### config.mk
export PLATFORM = sky130hd
export DESIGN_NAME = strobe_byte_slave
export DESIGN_NICKNAME = d
export VERILOG_FILES = /design/src/rtl/strobe_slave_pkg.sv /design/src/rtl/ss_window_dec.sv /design/src/rtl/ss_lane_mem.sv /design/src/rtl/ss_hs_ctrl.sv /design/src/rtl/strobe_byte_slave.sv
export SDC_FILE = /design/constraint.sdc
export NUM_CORES = 1
export LEC_CHECK = 0
export BUFFER_PORTS_ARGS = -buffer_cell sky130_fd_sc_hd__buf_2
export CAP_MARGIN = 20
export CORE_ASPECT_RATIO = 0.5
export CORE_MARGIN = 4
export CORE_UTILIZATION = 44
export DETAILED_ROUTE_END_ITERATION = 7
export PLACE_DENSITY = 0.63
export SETUP_SLACK_MARGIN = 0.05
export SYNTH_ARGS = -nofsm -noshare
export SYNTH_HDL_FRONTEND = slang
export SYNTH_HIERARCHICAL = 1
export SYNTH_SLANG_ARGS = --single-unit
### constraint.sdc
create_clock -name clk -period 2.3 [get_ports clk]
set_input_delay 0.115 -clock clk [delete_from_list [all_inputs] [get_ports clk]]
set_output_delay 0.115 -clock clk [all_outputs]
set_load 0.03 [all_outputs]
### src/rtl/strobe_slave_pkg.sv
package strobe_slave_pkg;

    typedef enum logic [1:0] {
        ST_IDLE = 2'd0,
        ST_WAIT = 2'd1,
        ST_RESP = 2'd2
    } hs_state_e;

    typedef struct packed {
        hs_state_e  st;
        logic [2:0] cnt;
        logic       is_read;
        logic [1:0] lanes;
        logic       hit;
        logic       ack_n;
        logic       berr_n;
    } hs_regs_t;

    localparam hs_regs_t HS_RESET = '{
        st:      ST_IDLE,
        cnt:     3'd0,
        is_read: 1'b1,
        lanes:   2'b00,
        hit:     1'b0,
        ack_n:   1'b1,
        berr_n:  1'b1
    };

endpackage

### src/rtl/ss_window_dec.sv
module ss_window_dec #(
    parameter int          ADDR_W    = 23,
    parameter int unsigned BASE_WORD = 32'h100,
    parameter int unsigned DEPTH     = 16,
    parameter int          IDX_W     = 4
) (
    input  logic [ADDR_W-1:0] addr,
    output logic              hit,
    output logic [IDX_W-1:0]  idx
);
    localparam logic [ADDR_W:0] BASE_X  = (ADDR_W+1)'(BASE_WORD);
    localparam logic [ADDR_W:0] DEPTH_X = (ADDR_W+1)'(DEPTH);

    logic [ADDR_W:0] addr_x;
    logic [ADDR_W:0] offset;

    always_comb begin
        addr_x = {1'b0, addr};
        offset = addr_x - BASE_X;
        hit    = (addr_x >= BASE_X) && (offset < DEPTH_X);
        idx    = offset[IDX_W-1:0];
    end
endmodule

### src/rtl/ss_lane_mem.sv
module ss_lane_mem #(
    parameter int DEPTH = 16,
    parameter int IDX_W = 4,
    parameter int LANES = 2
) (
    input  logic               clk,
    input  logic               rst_n,
    input  logic               we,
    input  logic [LANES-1:0]   lanes,
    input  logic [IDX_W-1:0]   wr_idx,
    input  logic [LANES*8-1:0] wr_data,
    input  logic [IDX_W-1:0]   rd_idx,
    output logic [LANES*8-1:0] rd_data
);
    logic [LANES*8-1:0] mem_q [DEPTH];
    logic [LANES*8-1:0] mem_d [DEPTH];

    always_comb begin
        mem_d = mem_q;
        for (int l = 0; l < LANES; l++) begin
            if (we && lanes[l]) begin
                mem_d[wr_idx][l*8 +: 8] = wr_data[l*8 +: 8];
            end
        end
    end

    always_ff @(posedge clk) begin
        if (!rst_n) begin
            for (int i = 0; i < DEPTH; i++) begin
                mem_q[i] <= '0;
            end
        end else begin
            mem_q <= mem_d;
        end
    end

    for (genvar g = 0; g < LANES; g++) begin : g_rd_lane
        assign rd_data[g*8 +: 8] = mem_q[rd_idx][g*8 +: 8];
    end
endmodule

### src/rtl/ss_hs_ctrl.sv
module ss_hs_ctrl
    import strobe_slave_pkg::*;
#(
    parameter int WAIT_CYC = 2,
    parameter int IDX_W    = 4
) (
    input  logic             clk,
    input  logic             rst_n,
    input  logic             stb_act,
    input  logic             rd_wr,
    input  logic [1:0]       lanes_in,
    input  logic             hit_in,
    input  logic [IDX_W-1:0] idx_in,
    output logic             ack_n,
    output logic             berr_n,
    output logic             resp_read,
    output logic [1:0]       lanes_q,
    output logic [IDX_W-1:0] idx_q,
    output logic             mem_we
);
    localparam logic [2:0] WAIT_INIT = 3'(WAIT_CYC);

    hs_regs_t         r_d, r_q;
    logic [IDX_W-1:0] idx_d, idx_r;

    always_comb begin
        r_d    = r_q;
        idx_d  = idx_r;
        mem_we = 1'b0;
        case (r_q.st)
            ST_IDLE: begin
                if (stb_act) begin
                    r_d.st      = ST_WAIT;
                    r_d.cnt     = WAIT_INIT;
                    r_d.is_read = rd_wr;
                    r_d.lanes   = lanes_in;
                    r_d.hit     = hit_in;
                    idx_d       = idx_in;
                end
            end
            ST_WAIT: begin
                if (!stb_act) begin
                    r_d.st = ST_IDLE;
                end else if (r_q.cnt == 3'd0) begin
                    r_d.st = ST_RESP;
                    if (r_q.hit) begin
                        r_d.ack_n = 1'b0;
                        mem_we    = !r_q.is_read;
                    end else begin
                        r_d.berr_n = 1'b0;
                    end
                end else begin
                    r_d.cnt = r_q.cnt - 3'd1;
                end
            end
            ST_RESP: begin
                if (!stb_act) begin
                    r_d.st     = ST_IDLE;
                    r_d.ack_n  = 1'b1;
                    r_d.berr_n = 1'b1;
                end
            end
            default: r_d = HS_RESET;
        endcase
    end

    always_ff @(posedge clk) begin
        if (!rst_n) begin
            r_q   <= HS_RESET;
            idx_r <= '0;
        end else begin
            r_q   <= r_d;
            idx_r <= idx_d;
        end
    end

    assign ack_n     = r_q.ack_n;
    assign berr_n    = r_q.berr_n;
    assign resp_read = (r_q.st == ST_RESP) && r_q.is_read && r_q.hit;
    assign lanes_q   = r_q.lanes;
    assign idx_q     = idx_r;
endmodule

### src/rtl/strobe_byte_slave.sv
module strobe_byte_slave #(
    parameter int          ADDR_W    = 23,
    parameter int unsigned MEM_DEPTH = 16,
    parameter int unsigned BASE_WORD = 32'h100,
    parameter int          WAIT_CYC  = 2
) (
    input  logic              clk,
    input  logic              rst_n,
    input  logic              as_n,
    input  logic              uds_n,
    input  logic              lds_n,
    input  logic              rd_wr,
    input  logic [2:0]        func_code,
    input  logic [ADDR_W-1:0] bus_addr,
    input  logic [15:0]       data_in,
    output logic [15:0]       data_out,
    output logic [1:0]        data_oe,
    output logic              ack_n,
    output logic              berr_n
);
    localparam int         IDX_W   = (MEM_DEPTH > 1) ? $clog2(MEM_DEPTH) : 1;
    localparam int         LANES   = 2;
    localparam logic [2:0] FC_SKIP = 3'b111;

    logic [LANES-1:0] lanes_now;
    logic             stb_act;
    logic             hit;
    logic [IDX_W-1:0] idx;
    logic [IDX_W-1:0] idx_q;
    logic [LANES-1:0] lanes_q;
    logic             resp_read;
    logic             mem_we;
    logic [15:0]      rd_data;

    assign lanes_now = {!uds_n, !lds_n};
    assign stb_act   = !as_n && (lanes_now != 2'b00) && (func_code != FC_SKIP);

    ss_window_dec #(
        .ADDR_W   (ADDR_W),
        .BASE_WORD(BASE_WORD),
        .DEPTH    (MEM_DEPTH),
        .IDX_W    (IDX_W)
    ) dec_i (
        .addr(bus_addr),
        .hit (hit),
        .idx (idx)
    );

    ss_hs_ctrl #(
        .WAIT_CYC(WAIT_CYC),
        .IDX_W   (IDX_W)
    ) ctrl_i (
        .clk      (clk),
        .rst_n    (rst_n),
        .stb_act  (stb_act),
        .rd_wr    (rd_wr),
        .lanes_in (lanes_now),
        .hit_in   (hit),
        .idx_in   (idx),
        .ack_n    (ack_n),
        .berr_n   (berr_n),
        .resp_read(resp_read),
        .lanes_q  (lanes_q),
        .idx_q    (idx_q),
        .mem_we   (mem_we)
    );

    ss_lane_mem #(
        .DEPTH(MEM_DEPTH),
        .IDX_W(IDX_W),
        .LANES(LANES)
    ) mem_i (
        .clk    (clk),
        .rst_n  (rst_n),
        .we     (mem_we),
        .lanes  (lanes_q),
        .wr_idx (idx_q),
        .wr_data(data_in),
        .rd_idx (idx_q),
        .rd_data(rd_data)
    );

    for (genvar g = 0; g < LANES; g++) begin : g_out_lane
        assign data_oe[g] = resp_read && lanes_q[g] && lanes_now[g] && rd_wr && !as_n;
        assign data_out[g*8 +: 8] = data_oe[g] ? rd_data[g*8 +: 8] : 8'h00;
    end
endmodule

# ---- Yosys cells after proc, flatten, opt, wreduce, memory -nomap -nowiden
# Cells that the tools add are included.
dict set report op_classes {
  add_sub_neg 2
  n_lt_le_gt_ge 4
  eq_ne 11
  muxes 32
  bitwise_logic 4
  reduce_logical 30
}
# cell count
set op_table {}
lappend op_table {{bitwise mux 256 bit} 2}
lappend op_table {{2-to-1 mux 256 bit} 2}
lappend op_table {{demux 16 bit (select 4 bit)} 2}
lappend op_table {{binary-select mux 16 bit (select 4 bit)} 1}
lappend op_table {{2-to-1 mux 16 bit} 3}
lappend op_table {{< comparator 24 x 5 -> 1 bit, second input constant} 1}
lappend op_table {{2-to-1 mux 8 bit} 3}
lappend op_table {{subtractor 23 x 9 -> 24 bit, second input constant} 1}
lappend op_table {{greater-or-equal comparator 23 x 9 -> 1 bit, second input constant} 1}
lappend op_table {{logical AND 1 bit} 16}
lappend op_table {{2-to-1 mux 2 bit} 6}
lappend op_table {{case mux 2 bit (3 select lines)} 2}
lappend op_table {{AND reduction 5 bit} 2}
lappend op_table {{2-to-1 mux 9 bit} 1}
lappend op_table {{case mux 3 bit (3 select lines)} 1}
lappend op_table {{!= test 2 x 1 -> 1 bit, second input constant} 4}
lappend op_table {{case mux 4 bit (2 select lines)} 1}
lappend op_table {{2-to-1 mux 1 bit} 6}
lappend op_table {{2-to-1 mux 3 bit} 2}
lappend op_table {{!= test 2 bit, second input constant} 3}
lappend op_table {{!= test 3 bit, second input constant} 2}
lappend op_table {{greater-or-equal comparator 5 bit, second input constant} 1}
lappend op_table {{< comparator 5 x 1 -> 1 bit, second input constant} 1}
lappend op_table {{NOT 4 -> 5 bit} 1}
lappend op_table {{12 further kinds} 18}
dict set report word_totals {
  regBits 271
  inputBits 48
  output_inout_bits 20
}

# ---- Longest topological paths before layout
dict set report logic_depth {
  ltp_word 10
  mapped_depth 11
}

# ---- By module
# Netlist, hierarchy kept.
# module n_inst cells_each area_per_inst_um2
set modules_own_cells {}
lappend modules_own_cells {ss_lane_mem 1 1360 12635.9}
lappend modules_own_cells {ss_hs_ctrl 1 94 828.3}
lappend modules_own_cells {strobe_byte_slave 1 45 206.4}
lappend modules_own_cells {ss_window_dec 1 10 101.3}

# ---- Least setup slack after synthesis
# OpenSTA, ideal clock, no wires.
dict set report synth_path {
  kind {input to register}
  startpoint {in func_code[2]}
  endpoint {reg mem_i/mem_q[156] in the netlist's numbering}
  setup_time_ns 0.070
  t_arrival_ns 2.168
  required_time_ns 2.230
  setup_slack_ns 0.062
  cell_stages 11
  path_cell_list {and3_1 a211oi_1 buf_6 nand2_1 nor3_1 buf_4 and4b_1 buf_2 buf_2 nand3_1 a21boi_1}
}
dict set report synth_via {
  elab_chain_len 8
  word_cells_on_any_way 9
}
# item line
set synth_lines {}
lappend synth_lines {{from (decl)} strobe_byte_slave.sv:13} ;# input logic [2:0] func_code,
lappend synth_lines {{!= test 3 bit *} strobe_byte_slave.sv:36} ;# assign stb_act = !as_n && (lanes_now != 2'b00) && (func_code != FC_SKIP);
lappend synth_lines {{logical AND 1 bit *} strobe_byte_slave.sv:36}
lappend synth_lines {{net stb_act} strobe_byte_slave.sv:26} ;# logic stb_act;
lappend synth_lines {{2-to-1 mux 1 bit *} ss_hs_ctrl.sv:42} ;# if (!stb_act) begin
lappend synth_lines {{2-to-1 mux 1 bit *} ss_hs_ctrl.sv:30} ;# case (r_q.st)
lappend synth_lines {{net mem_we} strobe_byte_slave.sv:32} ;# logic mem_we;
lappend synth_lines {{logical AND 1 bit} ss_lane_mem.sv:21} ;# if (we && lanes[l]) begin
lappend synth_lines {{2-to-1 mux 256 bit} ss_lane_mem.sv:21}
lappend synth_lines {{bitwise mux 256 bit} ss_lane_mem.sv:22} ;# mem_d[wr_idx][l*8 +: 8] = wr_data[l*8 +: 8];
lappend synth_lines {{2-to-1 mux 256 bit *} ss_lane_mem.sv:21}
lappend synth_lines {{to (signal assigned)} ss_lane_mem.sv:33} ;# mem_q <= mem_d;
lappend synth_lines {{to (decl)} ss_lane_mem.sv:15} ;# logic [LANES*8-1:0] mem_q [DEPTH];
# The timed path passes the listed nets; every way through them passes the cells marked *.
# A chain may end at the register's enable or synchronous reset.

# ---- Final worst setup path
dict set report layout_path {
  startpoint {reg ctrl_i.idx_r[0], in the netlist ctrl_i/idx_q[0]}
  endpoint {out data_out[15]}
}
dict set report layout_via {
  elab_chain_len 5
}
# item line
set layout_lines {}
lappend layout_lines {{from (decl)} ss_hs_ctrl.sv:24} ;# logic [IDX_W-1:0] idx_d, idx_r;
lappend layout_lines {{from (signal assigned)} ss_hs_ctrl.sv:73} ;# idx_r <= idx_d;
lappend layout_lines {{NOT 4 -> 5 bit (implied by the code)} ss_lane_mem.sv:38} ;# assign rd_data[g*8 +: 8] = mem_q[rd_idx][g*8 +: 8];
lappend layout_lines {{binary-select mux 16 bit (select 4 bit)} ss_lane_mem.sv:38}
lappend layout_lines {{2-to-1 mux 16 bit (implied by the code)} ss_lane_mem.sv:38}
lappend layout_lines {{2-to-1 mux 16 bit} -}
lappend layout_lines {{net rd_data[15]} strobe_byte_slave.sv:33} ;# logic [15:0] rd_data;
lappend layout_lines {{2-to-1 mux 8 bit} strobe_byte_slave.sv:85} ;# assign data_out[g*8 +: 8] = data_oe[g] ? rd_data[g*8 +: 8] : 8'h00;
lappend layout_lines {{to (decl)} strobe_byte_slave.sv:16} ;# output logic [15:0] data_out,
# The timed path passes the listed nets, and every way through them passes these cells. The select of a mux whose other input is x is not followed.

==> results.json <==
{
  "r2r_cells": 6,
  "synthFlopType": "dfxtp_1",
  "num_rows": 45,
  "seq_area_frac_synth": 0.394,
  "violations": "negative setup slack",
  "n_antenna_cell": 0,
  "layout_setup_ws_ns": -0.233,
  "port_buffers": 67,
  "worstSetupEndpointType": "primary output",
  "grt_antenna_before_repair": 1,
  "clock-sinks": 271,
  "timing.rr.end": "mem_i/mem_q[48]",
  "synth-compound-area-share": 0.267,
  "synth.avg_cell_area_um2": 9.13,
  "hold_violations": 0,
  "powerDensity_nw_per_um2": 651,
  "rsz0062_at_grt": "yes",
  "synth_top_family_by_area": "compound AO/OA/AOI/OAI gates",
  "synth_xor_area_frac": 0,
  "core_um2": 30600,
  "die_h_um": 133,
  "maxSlewViolCount": 0,
  "tightest_slew_ns": 1.08,
  "vdd_drop_max_mv": 0.513,
  "clkLatencyLatePin_ns": 0.55,
  "final_common_cell": "dfxtp_1",
  "synthDistinctLibCells": 51,
  "fin_skew_ns": 0.00778,
  "hpwl_um": 24700,
  "reg2reg_slack_ns": 0.17,
  "fin_tns_setup_ns": -2.75,
  "num_vias": 12352,
  "critPathKind": "reg2out",
  "maxSlewHeadroom": 0.280,
  "die_w_um": 258,
  "min_from": "uds_n",
  "min_path_type": "in2reg",
  "slowest_stage": "mux4_1",
  "wl_per_cell_um": 22.7,
  "nets": 1557,
  "grt_remaining_overflow": 0,
  "setup_violations": 16,
  "synth_warnings": 6,
  "cts_tree": "built",
  "start_util": 0.450,
  "timing.hold.ws_ns": 0.0529,
  "drt_iter0_drc": 1397,
  "dr.pass1.iters": 6,
  "maxCapViolCount": 0,
  "hold_end": "ctrl_i/lanes_q[1]",
  "min_period_over_period": 1.10,
  "yosys.area_share.simple": 0.140,
  "synth.area.mux_share": 0.113,
  "htree_levels": 1,
  "grt_pass1_vias": 11906,
  "arrival_ns": 2.42,
  "period_needed_ns": 2.53,
  "cts_root_buf": "clkbuf_16",
  "critPathRequiredTime_ns": 2.18,
  "syn_inst": 1509,
  "r2r-start": "ctrl_i/idx_q[0]",
  "synth_edf_count": 0,
  "path_clk_slew_ns": 0.07,
  "track_usage": 0.245,
  "antenna_left": 0,
  "async_flop_share": 0,
  "numCtsBuffers": 26,
  "routed_wl_um": 44100,
  "leakage_nw": 5.18,
  "grt_pass1_wl_um": 68200,
  "syn2layout_area_growth_pct": 16.5,
  "layout_common_cells": "dfxtp_1, nand3_1, o21ai_0",
  "critPathMaxFanout": 12,
  "whs_path_depth": 5,
  "synth_top_area_frac": 0.394,
  "critPathLaunchType": "flop",
  "cts_buffer_depth": 3,
  "num_io_pins": 68,
  "outcome": "finished with violations",
  "via_per_inst": 6.36,
  "fmax_ghz": 0.395,
  "synthAdderAreaFrac": 0.00545,
  "layout-drive-gt1-share": 0.207,
  "die_area_um2": 34400,
  "cp_common_cell": "nand2_2",
  "yosys.area.top_type": "dfxtp_1",
  "synth_area_um2": 13800,
  "routabilityCongestion": 0.805,
  "grt_start_max_net_pins": 113,
  "synth.net_count": 1563,
  "ys_ff_latch": 271,
  "worstPathCellList": "buf_8, mux4_1, a22oi_1, nand2_2, nand2_2, nor2_1, buf_2",
  "synth_area_leaders": "dfxtp_1, a21boi_0, nand3_1, o21ai_0, mux4_2",
  "drc": 0,
  "cpPeakStageDelay_ns": 0.58
}
timing repair:
item / in CTS / in global routing
pin swaps: 17 / 16
hold buffers: 22 / 0
setup endpoints to repair: 16 / 152
buffers inserted: 10 / 5
gates cloned: 3 / 4
endpoints found under the hold margin: 208 / 0
gates resized for setup: 84 / 52
how the worst max path moves through the flow:
stage / to / startpoint / slack [ns] / cells past startpoint
after CTS: data_out[14] / ctrl_i/idx_q[0] / -0.22 / 7
after global placement: data_out[11] / ctrl_i/idx_q[0] / 0.05 / 7
after detailed placement: data_out[11] / ctrl_i/idx_q[0] / 0.04 / 7
after floorplan: mem_i/mem_q[156] / func_code[2] / 0.06 / 11
after global routing: data_out[14] / ctrl_i/idx_q[0] / -0.29 / 7
final: data_out[15] / ctrl_i/idx_q[0] / -0.23 / 7
synth_stat cells (2+ instances only):
library cell and count:
nand2_1 42, buf_1 6, nand4_1 4, clkbuf_1 109, o211a_1 2, and3_1 3, and4_1 2, nand3_1 262
nand4b_1 4, mux4_2 37, nand2b_1 3, ha_1 6, and2_1 3, a22o_1 2, buf_4 24, nor2b_1 8
nor4_2 4, a22oi_1 34, inv_1 13, dfxtp_1 271, buf_8 4, o211ai_1 2, buf_2 56, nand4bb_1 4
mux4_1 27, o21ai_0 261, a21boi_1 83, nor2_1 22, a21boi_0 178, and4b_1 4, buf_6 9
per-stage QoR:
step	util	cells	setup WS, ns	instance area (um2)	total power, mW
4_1_cts	0.517	1934	-0.224	15800	10.4
3_5_place_dp	0.472	1854	0.0373	14400	6.09
3_3_place_gp	0.472	1854	0.0533	14400	6.07
6_report	0.525	1943	-0.233	16000	10.4
5_1_grt	0.525	1943	-0.289	16000	10.8
2_1_floorplan	-	1509	0.0620	13800	5.64
per-layer routing:
metal / track usage / up-vias / share of wire
li1: - / 5500 / -
met1: 0.333 / 6173 / 0.42
met2: 0.402 / 598 / 0.46
met3: 0.0551 / 79 / 0.094
met4: 0.0539 / 2 / 0.021
met5: 0 / - / 0.00023
cells by family after synthesis:
logic type               after synthesis
multiplexers                          65
adder cells (fa/ha/maj)                6
flip-flops                           271
AO/OA/AOI/OAI                        573
AND/OR/NAND/NOR                      372
buffers and inverters                222
report_power, final:
group | switching, mW | internal (mW)
Sequential | 0.0491 | 4.72
Combinational | 0.889 | 0.544
Clock | 1.87 | 2.37
sequential cells by signal, indices dropped and copies added, names as in the netlist:
register	cells
ctrl_i/lanes_q	2
ctrl_i/ack_n	1
ctrl_i/berr_n	1
mem_i/mem_q	256
ctrl_i/r_q	7
ctrl_i/idx_q	4
worst max-delay path, delay by kind of cell, from the launching register on:
family / cells / cell delay [ns]
simple gates: 3 / 0.30
flops: 1 / 0.40
mux: 1 / 0.58
compound gates: 1 / 0.20
buf+inv: 2 / 0.38
cell type report:
type	count	area (um2)
Clock buffer	40	795
Clock inverter	5	28.8
Fill cell	2697	14500
Inverter	13	48.8
Multi-Input combinational cell	1017	7380
Sequential cell	271	5440
Tap cell	423	529
Timing Repair Buffer	174	1830
(Power assumes the default switching activity.)
